File: config.mk
export PLATFORM = sky130hd
export DESIGN_NAME = midi_host_port
export DESIGN_NICKNAME = d
export VERILOG_FILES = /design/src/rtl/midi_port_pkg.sv /design/src/rtl/mpu_os_tick.sv /design/src/rtl/mpu_uart_rx.sv /design/src/rtl/mpu_uart_tx.sv /design/src/rtl/mpu_rx_fifo.sv /design/src/rtl/midi_host_port.sv
export SDC_FILE = /design/constraint.sdc
export NUM_CORES = 1
export LEC_CHECK = 0
export BUFFER_PORTS_ARGS = -buffer_cell sky130_fd_sc_hd__buf_2
export CAP_MARGIN = 10
export CORE_MARGIN = 5
export CORE_UTILIZATION = 32
export CTS_CLUSTER_SIZE = 16
export DETAILED_ROUTE_END_ITERATION = 7
export GPL_TIMING_DRIVEN = 0
export PLACE_DENSITY_LB_ADDON = 0.15
export SETUP_SLACK_MARGIN = 0.1
export SYNTH_ARGS = -nofsm -noshare
export SYNTH_HDL_FRONTEND = slang
export SYNTH_SLANG_ARGS = --single-unit
export TNS_END_PERCENT = 1
File: constraint.sdc
create_clock -name clk -period 4.6 [get_ports clk]
set_clock_uncertainty 0.15 [all_clocks]
set_input_delay 0.23 -clock clk [delete_from_list [all_inputs] [get_ports clk]]
set_output_delay 0.23 -clock clk [all_outputs]
set_load 0.02 [all_outputs]
File: src/rtl/midi_port_pkg.sv
package midi_port_pkg;
  localparam int OVERSAMPLE = 16;

  localparam int ST_RX_EMPTY = 7;
  localparam int ST_TX_BUSY  = 6;
  localparam int ST_OVF      = 5;

  localparam logic [7:0] CMD_PORT_RESET = 8'hFF;
  localparam logic [7:0] CMD_UART_MODE  = 8'h3F;
  localparam logic [7:0] ACK_BYTE       = 8'hFE;

  typedef enum logic [2:0] {
    RX_IDLE, RX_START, RX_DATA, RX_STOP, RX_HOLD
  } rx_state_t;
endpackage

File: src/rtl/mpu_os_tick.sv
module mpu_os_tick #(
  parameter int DIV = 100
) (
  input  logic clk,
  input  logic rst,
  output logic tick
);
  localparam int CW = (DIV > 1) ? $clog2(DIV) : 1;
  logic [CW-1:0] cnt;

  always_ff @(posedge clk) begin
    if (rst) begin
      cnt  <= '0;
      tick <= 1'b0;
    end else if (cnt == CW'(DIV - 1)) begin
      cnt  <= '0;
      tick <= 1'b1;
    end else begin
      cnt  <= cnt + 1'b1;
      tick <= 1'b0;
    end
  end
endmodule

File: src/rtl/mpu_uart_rx.sv
module mpu_uart_rx
  import midi_port_pkg::*;
(
  input  logic       clk,
  input  logic       rst,
  input  logic       tick,
  input  logic       rx_in,
  output logic       valid,
  output logic [7:0] data
);
  localparam logic [3:0] MID_TICK  = 4'(OVERSAMPLE / 2 - 1);
  localparam logic [3:0] LAST_TICK = 4'(OVERSAMPLE - 1);

  rx_state_t  state;
  logic       rx_s1, rx_s2;
  logic [3:0] os_cnt;
  logic [2:0] bit_cnt;
  logic [7:0] shreg;

  always_ff @(posedge clk) begin
    if (rst) begin
      rx_s1 <= 1'b1;
      rx_s2 <= 1'b1;
    end else begin
      rx_s1 <= rx_in;
      rx_s2 <= rx_s1;
    end
  end

  always_ff @(posedge clk) begin
    if (rst) begin
      state   <= RX_IDLE;
      os_cnt  <= '0;
      bit_cnt <= '0;
      shreg   <= '0;
      valid   <= 1'b0;
      data    <= '0;
    end else begin
      valid <= 1'b0;
      case (state)
        RX_IDLE: if (!rx_s2) begin
          state  <= RX_START;
          os_cnt <= '0;
        end
        RX_START: if (tick) begin
          if (os_cnt == MID_TICK) begin
            os_cnt  <= '0;
            bit_cnt <= '0;
            state   <= rx_s2 ? RX_IDLE : RX_DATA;
          end else os_cnt <= os_cnt + 1'b1;
        end
        RX_DATA: if (tick) begin
          if (os_cnt == LAST_TICK) begin
            os_cnt <= '0;
            shreg  <= {rx_s2, shreg[7:1]};
            if (bit_cnt == 3'd7) state <= RX_STOP;
            else bit_cnt <= bit_cnt + 1'b1;
          end else os_cnt <= os_cnt + 1'b1;
        end
        RX_STOP: if (tick) begin
          if (os_cnt == LAST_TICK) begin
            os_cnt <= '0;
            if (rx_s2) begin
              valid <= 1'b1;
              data  <= shreg;
              state <= RX_IDLE;
            end else state <= RX_HOLD;
          end else os_cnt <= os_cnt + 1'b1;
        end
        RX_HOLD: if (rx_s2) state <= RX_IDLE;
        default: state <= RX_IDLE;
      endcase
    end
  end

  // a received byte is handed over as a single-cycle pulse
  p_valid_pulse_r3: assert property (@(posedge clk) disable iff (rst)
    valid |=> !valid);
  // a framing error never produces a byte in the next cycle
  p_hold_no_byte_r4: assert property (@(posedge clk) disable iff (rst)
    (state == RX_HOLD) |=> !valid);
endmodule

File: src/rtl/mpu_uart_tx.sv
module mpu_uart_tx #(
  parameter int CLKS_PER_BIT = 1600
) (
  input  logic       clk,
  input  logic       rst,
  input  logic       load,
  input  logic [7:0] din,
  output logic       tx_line,
  output logic       busy
);
  localparam int CW = (CLKS_PER_BIT > 1) ? $clog2(CLKS_PER_BIT) : 1;

  logic [CW-1:0] cnt;
  logic [3:0]    bit_idx;
  logic [8:0]    sh;

  always_ff @(posedge clk) begin
    if (rst) begin
      tx_line <= 1'b1;
      busy    <= 1'b0;
      cnt     <= '0;
      bit_idx <= '0;
      sh      <= '1;
    end else if (!busy) begin
      if (load) begin
        sh      <= {1'b1, din};
        tx_line <= 1'b0;
        busy    <= 1'b1;
        cnt     <= '0;
        bit_idx <= '0;
      end
    end else if (cnt == CW'(CLKS_PER_BIT - 1)) begin
      cnt <= '0;
      if (bit_idx == 4'd9) begin
        busy <= 1'b0;
      end else begin
        tx_line <= sh[0];
        sh      <= {1'b1, sh[8:1]};
        bit_idx <= bit_idx + 1'b1;
      end
    end else begin
      cnt <= cnt + 1'b1;
    end
  end

  // line is high whenever no frame is in flight
  p_idle_high_r2: assert property (@(posedge clk) disable iff (rst)
    !busy |-> tx_line);
  // a load on an idle transmitter starts the frame with a low start bit
  p_start_bit_r2: assert property (@(posedge clk) disable iff (rst)
    (!busy && load) |=> (busy && !tx_line));
endmodule

File: src/rtl/mpu_rx_fifo.sv
module mpu_rx_fifo #(
  parameter int DEPTH = 128,
  parameter int W     = 8
) (
  input  logic         clk,
  input  logic         rst,
  input  logic         push,
  input  logic [W-1:0] din,
  input  logic         pop,
  input  logic         flush,
  output logic [W-1:0] dout,
  output logic         empty,
  output logic         full
);
  localparam int AW = (DEPTH > 1) ? $clog2(DEPTH) : 1;

  logic [W-1:0]  mem [DEPTH];
  logic [AW-1:0] wr_ptr, rd_ptr;
  logic [AW:0]   count;
  logic          do_wr, do_rd;
  logic [AW-1:0] wr_addr;

  assign empty   = (count == '0);
  assign full    = (count == (AW+1)'(DEPTH));
  assign do_wr   = push && (flush || !full);
  assign do_rd   = pop && !empty && !flush;
  assign wr_addr = flush ? '0 : wr_ptr;
  assign dout    = mem[rd_ptr];

  always_ff @(posedge clk) begin
    if (do_wr) mem[wr_addr] <= din;
  end

  always_ff @(posedge clk) begin
    if (rst) begin
      wr_ptr <= '0;
      rd_ptr <= '0;
      count  <= '0;
    end else if (flush) begin
      rd_ptr <= '0;
      wr_ptr <= do_wr ? AW'(1) : '0;
      count  <= do_wr ? (AW+1)'(1) : '0;
    end else begin
      if (do_wr) wr_ptr <= wr_ptr + 1'b1;
      if (do_rd) rd_ptr <= rd_ptr + 1'b1;
      count <= count + (AW+1)'(do_wr) - (AW+1)'(do_rd);
    end
  end

  // occupancy never exceeds the depth
  p_count_bound_r7: assert property (@(posedge clk) disable iff (rst)
    count <= (AW+1)'(DEPTH));
  // a push into a full queue without a pop leaves it full
  p_full_hold_r7: assert property (@(posedge clk) disable iff (rst)
    (full && push && !pop && !flush) |=> full);
endmodule

File: src/rtl/midi_host_port.sv
module midi_host_port
  import midi_port_pkg::*;
#(
  parameter int CLK_HZ     = 50_000_000,
  parameter int BAUD       = 31250,
  parameter int FIFO_DEPTH = 128
) (
  input  logic       clk,
  input  logic       rst,
  input  logic       bus_sel,
  input  logic       bus_addr,
  input  logic       bus_rd,
  input  logic       bus_wr,
  input  logic [7:0] bus_wdata,
  output logic [7:0] bus_rdata,
  input  logic       midi_rx,
  output logic       midi_tx
);
  localparam int CLKS_PER_BIT = CLK_HZ / BAUD;
  localparam int OS_DIV = (CLKS_PER_BIT / OVERSAMPLE > 0) ? CLKS_PER_BIT / OVERSAMPLE : 1;

  logic       os_tick, rx_valid, tx_busy, ovf;
  logic [7:0] rx_data, fifo_dout, push_data;
  logic       fifo_empty, fifo_full;
  logic       rd_data, rd_stat, wr_data, wr_cmd;
  logic       cmd_ack, cmd_flush, push, pop;

  assign rd_data   = bus_sel && bus_rd && !bus_addr;
  assign rd_stat   = bus_sel && bus_rd &&  bus_addr;
  assign wr_data   = bus_sel && bus_wr && !bus_addr;
  assign wr_cmd    = bus_sel && bus_wr &&  bus_addr;
  assign cmd_flush = wr_cmd && (bus_wdata == CMD_PORT_RESET);
  assign cmd_ack   = cmd_flush || (wr_cmd && (bus_wdata == CMD_UART_MODE));
  assign push      = cmd_ack || rx_valid;
  assign push_data = cmd_ack ? ACK_BYTE : rx_data;
  assign pop       = rd_data && !fifo_empty;

  mpu_os_tick #(.DIV(OS_DIV)) tick_i (
    .clk(clk), .rst(rst), .tick(os_tick)
  );

  mpu_uart_rx rx_i (
    .clk(clk), .rst(rst), .tick(os_tick), .rx_in(midi_rx),
    .valid(rx_valid), .data(rx_data)
  );

  mpu_uart_tx #(.CLKS_PER_BIT(CLKS_PER_BIT)) tx_i (
    .clk(clk), .rst(rst), .load(wr_data), .din(bus_wdata),
    .tx_line(midi_tx), .busy(tx_busy)
  );

  mpu_rx_fifo #(.DEPTH(FIFO_DEPTH), .W(8)) fifo_i (
    .clk(clk), .rst(rst), .push(push), .din(push_data), .pop(pop),
    .flush(cmd_flush), .dout(fifo_dout), .empty(fifo_empty), .full(fifo_full)
  );

  always_ff @(posedge clk) begin
    if (rst) ovf <= 1'b0;
    else if (cmd_flush) ovf <= 1'b0;
    else if (push && fifo_full) ovf <= 1'b1;
  end

  always_ff @(posedge clk) begin
    if (rst) bus_rdata <= '0;
    else if (rd_data) bus_rdata <= fifo_empty ? 8'h00 : fifo_dout;
    else if (rd_stat) begin
      bus_rdata              <= '0;
      bus_rdata[ST_RX_EMPTY] <= fifo_empty;
      bus_rdata[ST_TX_BUSY]  <= tx_busy;
      bus_rdata[ST_OVF]      <= ovf;
    end
  end

  // a reset command leaves exactly the acknowledge queued, no overflow
  p_reset_ack_r8: assert property (@(posedge clk) disable iff (rst)
    cmd_flush |=> (!fifo_empty && !ovf));
  // a data write while busy does not end the frame in progress
  p_busy_write_r6: assert property (@(posedge clk) disable iff (rst)
    (wr_data && tx_busy && $past(tx_busy)) |=> tx_busy || $past(midi_tx));
endmodule

==> flow_summary.json, run 1 <==
{
  "status": "complete, no violations",
  "maxCapViolCount": 0,
  "io_pins": 24,
  "finalMaxSlewViolations": 0,
  "slowest_stage": "nor2_1",
  "vias_per_cell": 5.47,
  "wl_mm": 153,
  "synth_nets": 2496,
  "whs_endpoint": "rx_i.rx_s1",
  "switching_share": 0.219,
  "setup_violations": 0,
  "rows": 137,
  "period_needed_ps": 4590,
  "syn-mean-instance-area_sq_um": 18.3,
  "ys_seq_elements": 1124,
  "multi_input_area_sq_um": 11200,
  "drtIter0Drc": 2906,
  "fin_nets": 2673,
  "tightest_slew_ps": 1380,
  "worstPathRequired_ps": 4790,
  "setup_ws_ps": 7.43,
  "area_growth_pct": 15.5,
  "power_density_nw_per_um2": 429,
  "power_frac_comb": 0.063,
  "antennaDiodeCount": 0,
  "cts_tree": "yes",
  "dr_total_vias": 25200,
  "h-tree-depth": 3,
  "worstPathCellList": "inv_1 -> ha_1 -> and4bb_2 -> and2_1 -> o21ai_2 -> buf_2 -> nand3_1 -> clkbuf_1 -> buf_8 -> nor2_1",
  "synthCells": 2459,
  "drive_gt1_frac": 0.186,
  "ys_seq_area_frac": 0.728,
  "grt_max_degree": 81,
  "synth.distinct_cells": 82,
  "p_switching_w": 0.00490,
  "hpwl_mm": 104,
  "end_kind": "flop",
  "track_usage": 0.205,
  "cts.path.max_buffers": 3,
  "intPower_w": 0.0174,
  "cp_data_arrival_time_ps": 4790,
  "synthArstFlopShare": 0,
  "gr-total-overflow": 0,
  "cts.sinks": 1124,
  "dr.pass1.iters": 7,
  "hold_viol_final": 0,
  "r2r-start": "fifo_i.count[4]",
  "synth-edff-count": 1024,
  "cts_inserted_buffers": 121,
  "cp-start-kind": "flop",
  "die_area_sq_um": 148000,
  "r2r_cells": 10,
  "path_clk_slew_ps": 60,
  "core_area_sq_um": 140000,
  "min_from": "midi_rx",
  "drtAntennaViolNets": 0,
  "p_clk_frac": 0.441,
  "rsz0062_at_grt": "yes",
  "timing.rr.end": "fifo_i.mem[26][6]",
  "fmax_mhz": 218,
  "fin_util": 0.372,
  "final.period_utilization": 0.998,
  "crit_fanout": 10,
  "seqPwrFrac": 0.495,
  "p_total_w": 0.0223,
  "synth_ff_type": "edfxtp_1",
  "wl_per_cell_um": 33.2,
  "leakagePower_nw": 16.1,
  "fp.dieW_um": 385,
  "die_h_um": 385,
  "syn-cell-area_sq_um": 45000,
  "slew_headroom": 0.0794,
  "hold_class": "input port to flop",
  "postCtsSetupBuffers": 0,
  "antenna_found_initial": 10,
  "clockRootBuffer": "clkbuf_16",
  "grt_pass1_wl_mm": 208,
  "insertion_delay_ps": 750,
  "hold_depth": 3,
  "grt_pass1_vias": 24800,
  "ir_worst_vdd_mv": 0.353,
  "place_ws_ps": -592,
  "start_util": 0.322,
  "rrSetupSlack_ps": 7,
  "register_area_sq_um": 32800,
  "yosys_warnings": 0,
  "crit_type": "flop to flop",
  "gp_congestion": 0.928,
  "placement.io_buffers": 21,
  "cp_slowest_stage_delay_ps": 730,
  "drcViolationCount": 0,
  "fillCellCount": 12900
}
-- cells in the final DEF, fill, tap and decap left out, drive strengths merged, types with 6 or more instances in the layout --
cell type	instances
nor4	8
buf	118
nor2	256
a22oi	6
o22ai	34
inv	22
clkinv	55
nor3b	13
a21oi	72
xor2	12
clkbuf	201
or3	7
xnor2	11
clkinvlp	6
nand2b	12
o21ai	37
and3	8
nand2	90
nand3b	7
nand3	29
a2111oi	11
nand4	13
mux4	220
dlygate4sd3	17
mux2i	130
o221ai	38
dfxtp	100
or2	9
edfxtp	1024
and2	7
a211oi	11
nor3	23
bufinv	15
nor2b	12
ha	21
-- flip-flops by register name, indices dropped and copies added (netlist names), 3 cells and up, named ones only --
name	count
bus_rdata	8
fifo_i.count	8
fifo_i.mem	1024
fifo_i.rd_ptr	7
fifo_i.wr_ptr	7
rx_i.bit_cnt	3
rx_i.data	8
rx_i.os_cnt	4
rx_i.shreg	8
rx_i.state	3
tick_i.cnt	7
tx_i.bit_idx	4
tx_i.cnt	11
tx_i.sh	8
-- synthesized netlist by cell type, types with 5 or more instances --
master     number  area share
buf_8          11      0.0037
dfxtp_1       100       0.044
a311oi_1        5     0.00097
nand2_1        89      0.0074
buf_4          11      0.0018
o211ai_1        5     0.00083
mux4_2        183       0.092
nand4_1        13      0.0018
o2111ai_1       5     0.00097
xnor2_1        11      0.0021
and2_1          7     0.00097
nand3_1        29      0.0032
edfxtp_1     1024        0.68
inv_1          20      0.0017
nor2_1        255       0.021
buf_12          9      0.0040
and3_1          8      0.0011
nor3_1         23      0.0026
nor3b_1        13      0.0022
o22ai_1        34      0.0047
a2111oi_0       9      0.0018
clkbuf_1       44      0.0037
nor4_1          7     0.00097
mux2i_1       130       0.029
mux4_1         37       0.022
o32ai_1         5     0.00097
nor2b_1        12      0.0017
a211oi_1       10      0.0017
buf_2          26      0.0029
buf_6          18      0.0045
or3_1           7     0.00097
nand2b_1       11      0.0015
xor2_1         12      0.0023
buf_1           5     0.00042
nand3b_1        7      0.0012
a21oi_1        72      0.0080
ha_1           21      0.0058
o221ai_1       38      0.0074
o21ai_0        33      0.0037
or2_2           9      0.0013
a22oi_1         6      0.0010
-- critical path: cells and delay by family, from the launching register on --
kind            cells  cell delay (ps)
flops               1              340
fa+ha+maj           1              200
compound gates      1              600
buf+inv             4             1300
simple gates        4             1600
-- stage by stage --
step / TNS (ps) / hold slack [ps] / area (sq um) / cells
floorplan: 0 / 184 / 45000 / 2459
global placement: -272280 / 258 / 47500 / 4356
detailed placement: -80720 / 248 / 47800 / 4371
CTS: 0 / 97.5 / 52000 / 4612
global route: 0 / 123 / 52000 / 4614
finish: 0 / 151 / 52000 / 4614
-- how the worst max path moves through the flow --
stage | start | to
after detailed placement | bus_addr | fifo_i.mem[18][6]
after global placement | bus_sel | fifo_i.mem[34][0]
after floorplan | bus_addr | fifo_i.mem[0][0]
after CTS | fifo_i.count[4] | fifo_i.mem[90][7]
after global routing | fifo_i.count[2] | fifo_i.mem[50][5]
final | fifo_i.count[4] | fifo_i.mem[26][6]
-- logic make-up (layout without fill, tap and decap cells) --
family                     Yosys count  in the layout  synth area share
DFF                               1124           1124             0.728
muxes                              353            353             0.143
buffers and inverters              155            434            0.0248
xor gates and xnor gates            23             23           0.00447
adders and majority gates           22             22           0.00628
AOI/OAI and AO/OA                  273            273            0.0421
and+or+nand+nor                    509            509            0.0520
-- what timing repair did --
| action | in CTS | in global routing |
|---|---|---|
| resized for setup | 5 | 1 |
| setup endpoints to repair | 335 | 29 |
| hold buffers | 16 | 0 |
| hold endpoints to repair | 19 | 0 |
-- routing by layer --
| layer | GRT usage | vias to the layer above | part of all wire | wire [um] |
|---|---|---|---|---|
| met2 | 0.324 | 1130 | 0.46 | 70800 |
| met1 | 0.288 | 13500 | 0.43 | 66100 |
| met5 | 0 | - | 0.000085 | 13 |
| met4 | 0.0662 | 2 | 0.035 | 5340 |
| met3 | 0.0373 | 270 | 0.072 | 11100 |
| li1 | - | 10300 | - | - |
-- power by group through the flow --
stage | clock network (W) | logic [W] | registers (W)
after global placement | 0 | 0.00140 | 0.0113
after detailed placement | 0 | 0.00141 | 0.0113
after floorplan | 0 | 0.000919 | 0.0113
after CTS | 0.0100 | 0.00142 | 0.0110
final | 0.00985 | 0.00141 | 0.0111
after global routing | 0.0104 | 0.00149 | 0.0110
-- cell type report --
class	instances	area share
Buffer	132	0.0199
Clock buffer	150	0.0624
Clock inverter	75	0.0143
Inverter	23	0.00166
Multi-Input combinational cell	1180	0.215
Sequential cell	1124	0.630
Tap cell	1876	0.0451
Timing Repair Buffer	54	0.0116
No activity file was read; power rests on OpenSTA's default activity.
==> run 2, diff against run 1 <==
CORE_MARGIN = 4   (was 5)
clock period = 4.3 ns   (was 4.6 ns; I/O delays follow)
==> run 2 against run 1 <==
Net effect:
- sequential cell count did not move
- highest routed layer is now met4
- largest power group unchanged
- combinational power rose by 6%
- clock power rose by 5%
==> flow_summary.json, run 2 (same netlist as run 1, synthesis figures left out) <==
{
  "die_area_sq_um": 147000,
  "grt_pass1_wl_mm": 205,
  "largest-register": "fifo_i.mem",
  "grt_pass1_vias": 24800,
  "p_switching_w": 0.00523,
  "stdcell_area_sq_um": 52100,
  "worstPathRequired_ps": 4490,
  "cts_tree": "yes",
  "hold_class": "input port to flop",
  "place_area_sq_um": 47800,
  "setup_violations": 0,
  "power_frac_comb": 0.063,
  "insertion_delay_ps": 750,
  "crit_type": "flop to flop",
  "crit_fanout": 10,
  "antenna_found_initial": 3,
  "crit_family": "simple AND/OR/NAND/NOR gates",
  "fin_util": 0.373,
  "gp_congestion": 0.929,
  "cp-startpoint": "fifo_i.count[2]",
  "r2r-start": "fifo_i.count[2]",
  "ir_worst_vdd_mv": 0.326,
  "rsz0062_at_grt": "yes",
  "vias_per_cell": 5.46,
  "end_kind": "flop",
  "area_growth_pct": 15.7,
  "leakagePower_nw": 16.1,
  "track_usage": 0.203,
  "p_clk_frac": 0.437,
  "fmax_mhz": 239,
  "drcViolationCount": 0,
  "cp_slowest_stage_delay_ps": 950,
  "dr.pass1.iters": 6,
  "power_density_nw_per_um2": 454,
  "cp_data_arrival_time_ps": 4370,
  "drive_gt1_frac": 0.202,
  "postCtsSetupBuffers": 0,
  "h-tree-depth": 3,
  "cts.path.max_buffers": 3,
  "min_from": "midi_rx",
  "dr_total_vias": 25200,
  "grt_max_degree": 93,
  "fp.dieW_um": 383,
  "cp-start-kind": "flop",
  "clockRootBuffer": "clkbuf_16",
  "intPower_w": 0.0184,
  "slowest_stage": "nor2_1",
  "start_util": 0.322,
  "drtAntennaViolNets": 0,
  "io_pins": 24,
  "most-common-layout-cells": "edfxtp_1 (1024), nor2_1 (218), mux4_2 (183)",
  "status": "complete, no violations",
  "cts.sinks": 1124,
  "die_h_um": 383,
  "worstPathCellList": "inv_1 -> ha_1 -> and4bb_2 -> and2_1 -> o21ai_2 -> nand3_1 -> clkbuf_1 -> nor2_1",
  "path_clk_slew_ps": 60,
  "largest_reg_flops": 1024,
  "finalMaxSlewViolations": 0,
  "gr-total-overflow": 0,
  "core_area_sq_um": 140000,
  "holdWs_ps": 85.9,
  "slew_headroom": 0.0726,
  "tightest_slew_ps": 1390,
  "fillCellCount": 12800,
  "wl_mm": 150,
  "hpwl_mm": 101,
  "maxCapViolCount": 0,
  "switching_share": 0.221,
  "cp.buffers_inverters": 2,
  "cts_inserted_buffers": 120,
  "wl_per_cell_um": 32.5,
  "rows": 137,
  "final_common_cell": "edfxtp_1",
  "period_needed_ps": 4190,
  "fin_nets": 2673,
  "hold_viol_final": 0,
  "seqPwrFrac": 0.500,
  "final.period_utilization": 0.974,
  "reg_top3": "fifo_i.mem: 1024 flops, tx_i.cnt: 11 flops",
  "placement.io_buffers": 21,
  "drtIter0Drc": 2985
}
run 2: tightest hold or removal path: stages:
cell and delay, ps:
dlygate4sd3_1 530, buf_2 100, or2_2 80
run 2: final cells by class:
| class | count | area (sq um) | area share |
|---|---|---|---|
| flip-flops and latches | 1124 | 32800 | 0.629 |
| clock inverters | 76 | 707 | 0.0136 |
| repair buffers | 55 | 602 | 0.0116 |
| plain buffers | 132 | 1050 | 0.0201 |
| multi-input cells | 1180 | 11300 | 0.217 |
| diodes | 1 | 2.50 | 0.0000480 |
| well taps | 1876 | 2350 | 0.0450 |
| clock buffers | 153 | 3230 | 0.0620 |
| inverters | 23 | 86.3 | 0.00166 |
run 2: through the flow:
step | setup WS [ps] | std cells | setup TNS, ps | total power [W]
6_report | 112 | 4620 | 0 | 0.0237
5_1_grt | -41.8 | 4619 | -486 | 0.0244
2_1_floorplan | 981 | 2459 | 0 | 0.0130
3_5_place_dp | -506 | 4370 | -154430 | 0.0135
3_3_place_gp | -1390 | 4356 | -315880 | 0.0135
4_1_cts | 66.6 | 4615 | 0 | 0.0239
run 2: power groups by stage:
| stage | clock network [W] | registers (W) | logic (W) |
|---|---|---|---|
| 2_1_floorplan | 0 | 0.0120 | 0.000983 |
| 3_3_place_gp | 0 | 0.0120 | 0.00148 |
| 3_5_place_dp | 0 | 0.0121 | 0.00149 |
| 4_1_cts | 0.0105 | 0.0118 | 0.00151 |
| 5_1_grt | 0.0110 | 0.0118 | 0.00158 |
| 6_report | 0.0103 | 0.0118 | 0.00150 |
run 2: timing repair:
item                                    in CTS  in global routing
hold buffers                                16                  0
resized for setup                           37                 20
endpoints found under the setup margin     612                260
endpoints found under the hold margin       22                  0
run 2: metal layers:
| layer | GRT usage | share of wire | up-vias |
|---|---|---|---|
| met1 | 0.283 | 0.43 | 13500 |
| met2 | 0.317 | 0.46 | 1117 |
| met5 | 0 | 0 | - |
| met3 | 0.0359 | 0.071 | 244 |
| met4 | 0.0757 | 0.039 | 0 |
| li1 | - | - | 10300 |
run 2: worst paths after layout:
kind                             to  slack [ps]  cells past startpoint
setup / recovery  fifo_i.mem[57][5]         110                      8
hold / removal           rx_i.rx_s1          90                      3
setup reg to reg  fifo_i.mem[57][5]         110                      8
hold reg to reg          rx_i.rx_s2         270                      1
==> run 3, diff against run 2 <==
RECOVER_POWER = 50   (was default)
==> run 3 against run 2 <==
Net effect:
- the run now ends with max-capacitance violations, max-slew violations left
- die area unchanged
- sequential power hardly changed
- critical path depth unchanged
- combinational power about the same
- via count down 0.23%
- final area fell by 0.13%
- power is essentially flat
- utilization fell by 0.050 points
- final cell count is essentially flat
- critical path type unchanged
- largest cell class unchanged
==> flow_summary.json, run 3 (same netlist as run 1, synthesis figures left out) <==
{
  "status": "finished with violations",
  "violations": "max-capacitance violations, max-slew violations",
  "path_clk_slew_ps": 60,
  "cts_tree": "yes",
  "wl_mm": 150,
  "grt_max_degree": 93,
  "postCtsSetupBuffers": 0,
  "power_density_nw_per_um2": 455,
  "worstPathCellList": "inv_1 -> ha_1 -> and4bb_2 -> and2_1 -> o21ai_2 -> nand3_1 -> clkbuf_1 -> nor2_1",
  "holdWs_ps": 84.5,
  "drtAntennaViolNets": 0,
  "finalMaxSlewViolations": 405,
  "vias_per_cell": 5.44,
  "crit_fanout": 11,
  "crit_type": "flop to flop",
  "clockRootBuffer": "clkbuf_16",
  "fmax_mhz": 237,
  "period_needed_ps": 4230,
  "gp_congestion": 0.929,
  "ir_worst_vdd_mv": 0.329,
  "drive_gt1_frac": 0.195,
  "tightest_slew_ps": 2620,
  "core_area_sq_um": 140000,
  "insertion_delay_ps": 750,
  "setup_ws_ps": 74.7,
  "track_usage": 0.203,
  "maxCapViolCount": 8,
  "io_pins": 24,
  "stdcell_area_sq_um": 52000,
  "worstPathRequired_ps": 4500,
  "fp.dieW_um": 383,
  "placement.io_buffers": 21,
  "hold_depth": 3,
  "cp-start-kind": "flop",
  "area_growth_pct": 15.6,
  "end_kind": "flop",
  "reg_top3": "fifo_i.mem: 1024 flops, tx_i.cnt: 11 flops",
  "rows": 137,
  "setup_violations": 0,
  "leakagePower_nw": 16.0,
  "h-tree-depth": 3,
  "cp_data_arrival_time_ps": 4420,
  "place_ws_ps": -506,
  "place_area_sq_um": 47800,
  "drcViolationCount": 0,
  "slew_headroom": -0.748,
  "setup_tns_ps": 0,
  "drtIter0Drc": 3038,
  "largest_reg_flops": 1024,
  "rsz0062_at_grt": "yes",
  "largest-register": "fifo_i.mem",
  "cts.path.max_buffers": 3,
  "cp_slowest_stage_delay_ps": 960,
  "gr-total-overflow": 0,
  "final_common_cell": "edfxtp_1",
  "start_util": 0.322,
  "dr_total_vias": 25200,
  "grt_pass1_wl_mm": 205,
  "p_total_w": 0.0237,
  "cts.sinks": 1124,
  "cts_inserted_buffers": 120,
  "final.period_utilization": 0.983,
  "fillCellCount": 12800,
  "hpwl_mm": 101,
  "fin_nets": 2673,
  "grt_pass1_vias": 24800,
  "die_h_um": 383,
  "hold_class": "input port to flop",
  "antenna_found_initial": 3,
  "slowest_stage": "nor2_1",
  "r2r_cells": 8,
  "wl_per_cell_um": 32.4,
  "hold_viol_final": 0,
  "die_area_sq_um": 147000,
  "dr.pass1.iters": 5,
  "most-common-layout-cells": "edfxtp_1 (1024), nor2_1 (219), mux4_2 (183)"
}
[run 3: cell count changes in the layout (fill, tap and decap cells not counted), sizes merged]
cell | previous run | this run
buf | 118 | 107
clkbuf | 205 | 216
diode | 1 | 3
[run 3: layout make-up]
cell class	count	area [sq um]	area share
diodes	3	7.51	0.000144
clock buffers	153	3230	0.0621
clock inverters	76	707	0.0136
flip-flops and latches	1124	32800	0.629
multi-input cells	1180	11300	0.217
well taps	1876	2350	0.0451
repair buffers	55	561	0.0108
plain buffers	132	1050	0.0202
inverters	23	86.3	0.00166
[run 3: worst paths after layout]
path | start | to | slack (ps)
worst max-delay path | fifo_i.count[2] | fifo_i.mem[65][2] | 70
worst min-delay path | midi_rx | rx_i.rx_s1 | 80
worst min register to register | rx_i.rx_s1 | rx_i.rx_s2 | 270
worst max register to register | fifo_i.count[2] | fifo_i.mem[65][2] | 70
[run 3: critical path, delay by kind of cell, from the launching register on]
family	cells	cell delay, ps
adder cells (fa/ha/maj)	1	190
AO/OA/AOI/OAI	1	500
buffers and inverters	2	690
flip-flops	1	340
AND/OR/NAND/NOR	4	1910
[run 3: metrics by stage]
stage / utilization / instances
floorplan: - / 2459
global placement: 0.340 / 4356
detailed placement: 0.342 / 4370
CTS: 0.372 / 4615
global route: 0.372 / 4619
finish: 0.372 / 4622
[run 3: what timing repair did]
| item | in CTS | in global routing |
|---|---|---|
| hold buffers | 16 | 0 |
| gates cloned | 0 | 0 |
| gates resized for setup | 37 | 20 |
| setup endpoints to repair | 612 | 260 |
| hold endpoints to repair | 22 | 0 |
[run 3: per-layer routing]
metal	vias up	GRT usage	wire [um]
met1	13500	0.283	64700
met3	230	0.0359	10400
met2	1057	0.317	69000
li1	10300	-	-
met5	-	0	0
met4	0	0.0757	5660
[run 3: where the power goes]
group / switching (W) / internal [W] / total [W] / leakage, nW
clock: 0.00435 / 0.00601 / 0.0104 / 1.95
sequential: 0.0000317 / 0.0118 / 0.0118 / 10.3
combinational: 0.000856 / 0.000636 / 0.00149 / 3.81
total: 0.00523 / 0.0184 / 0.0237 / 16.0
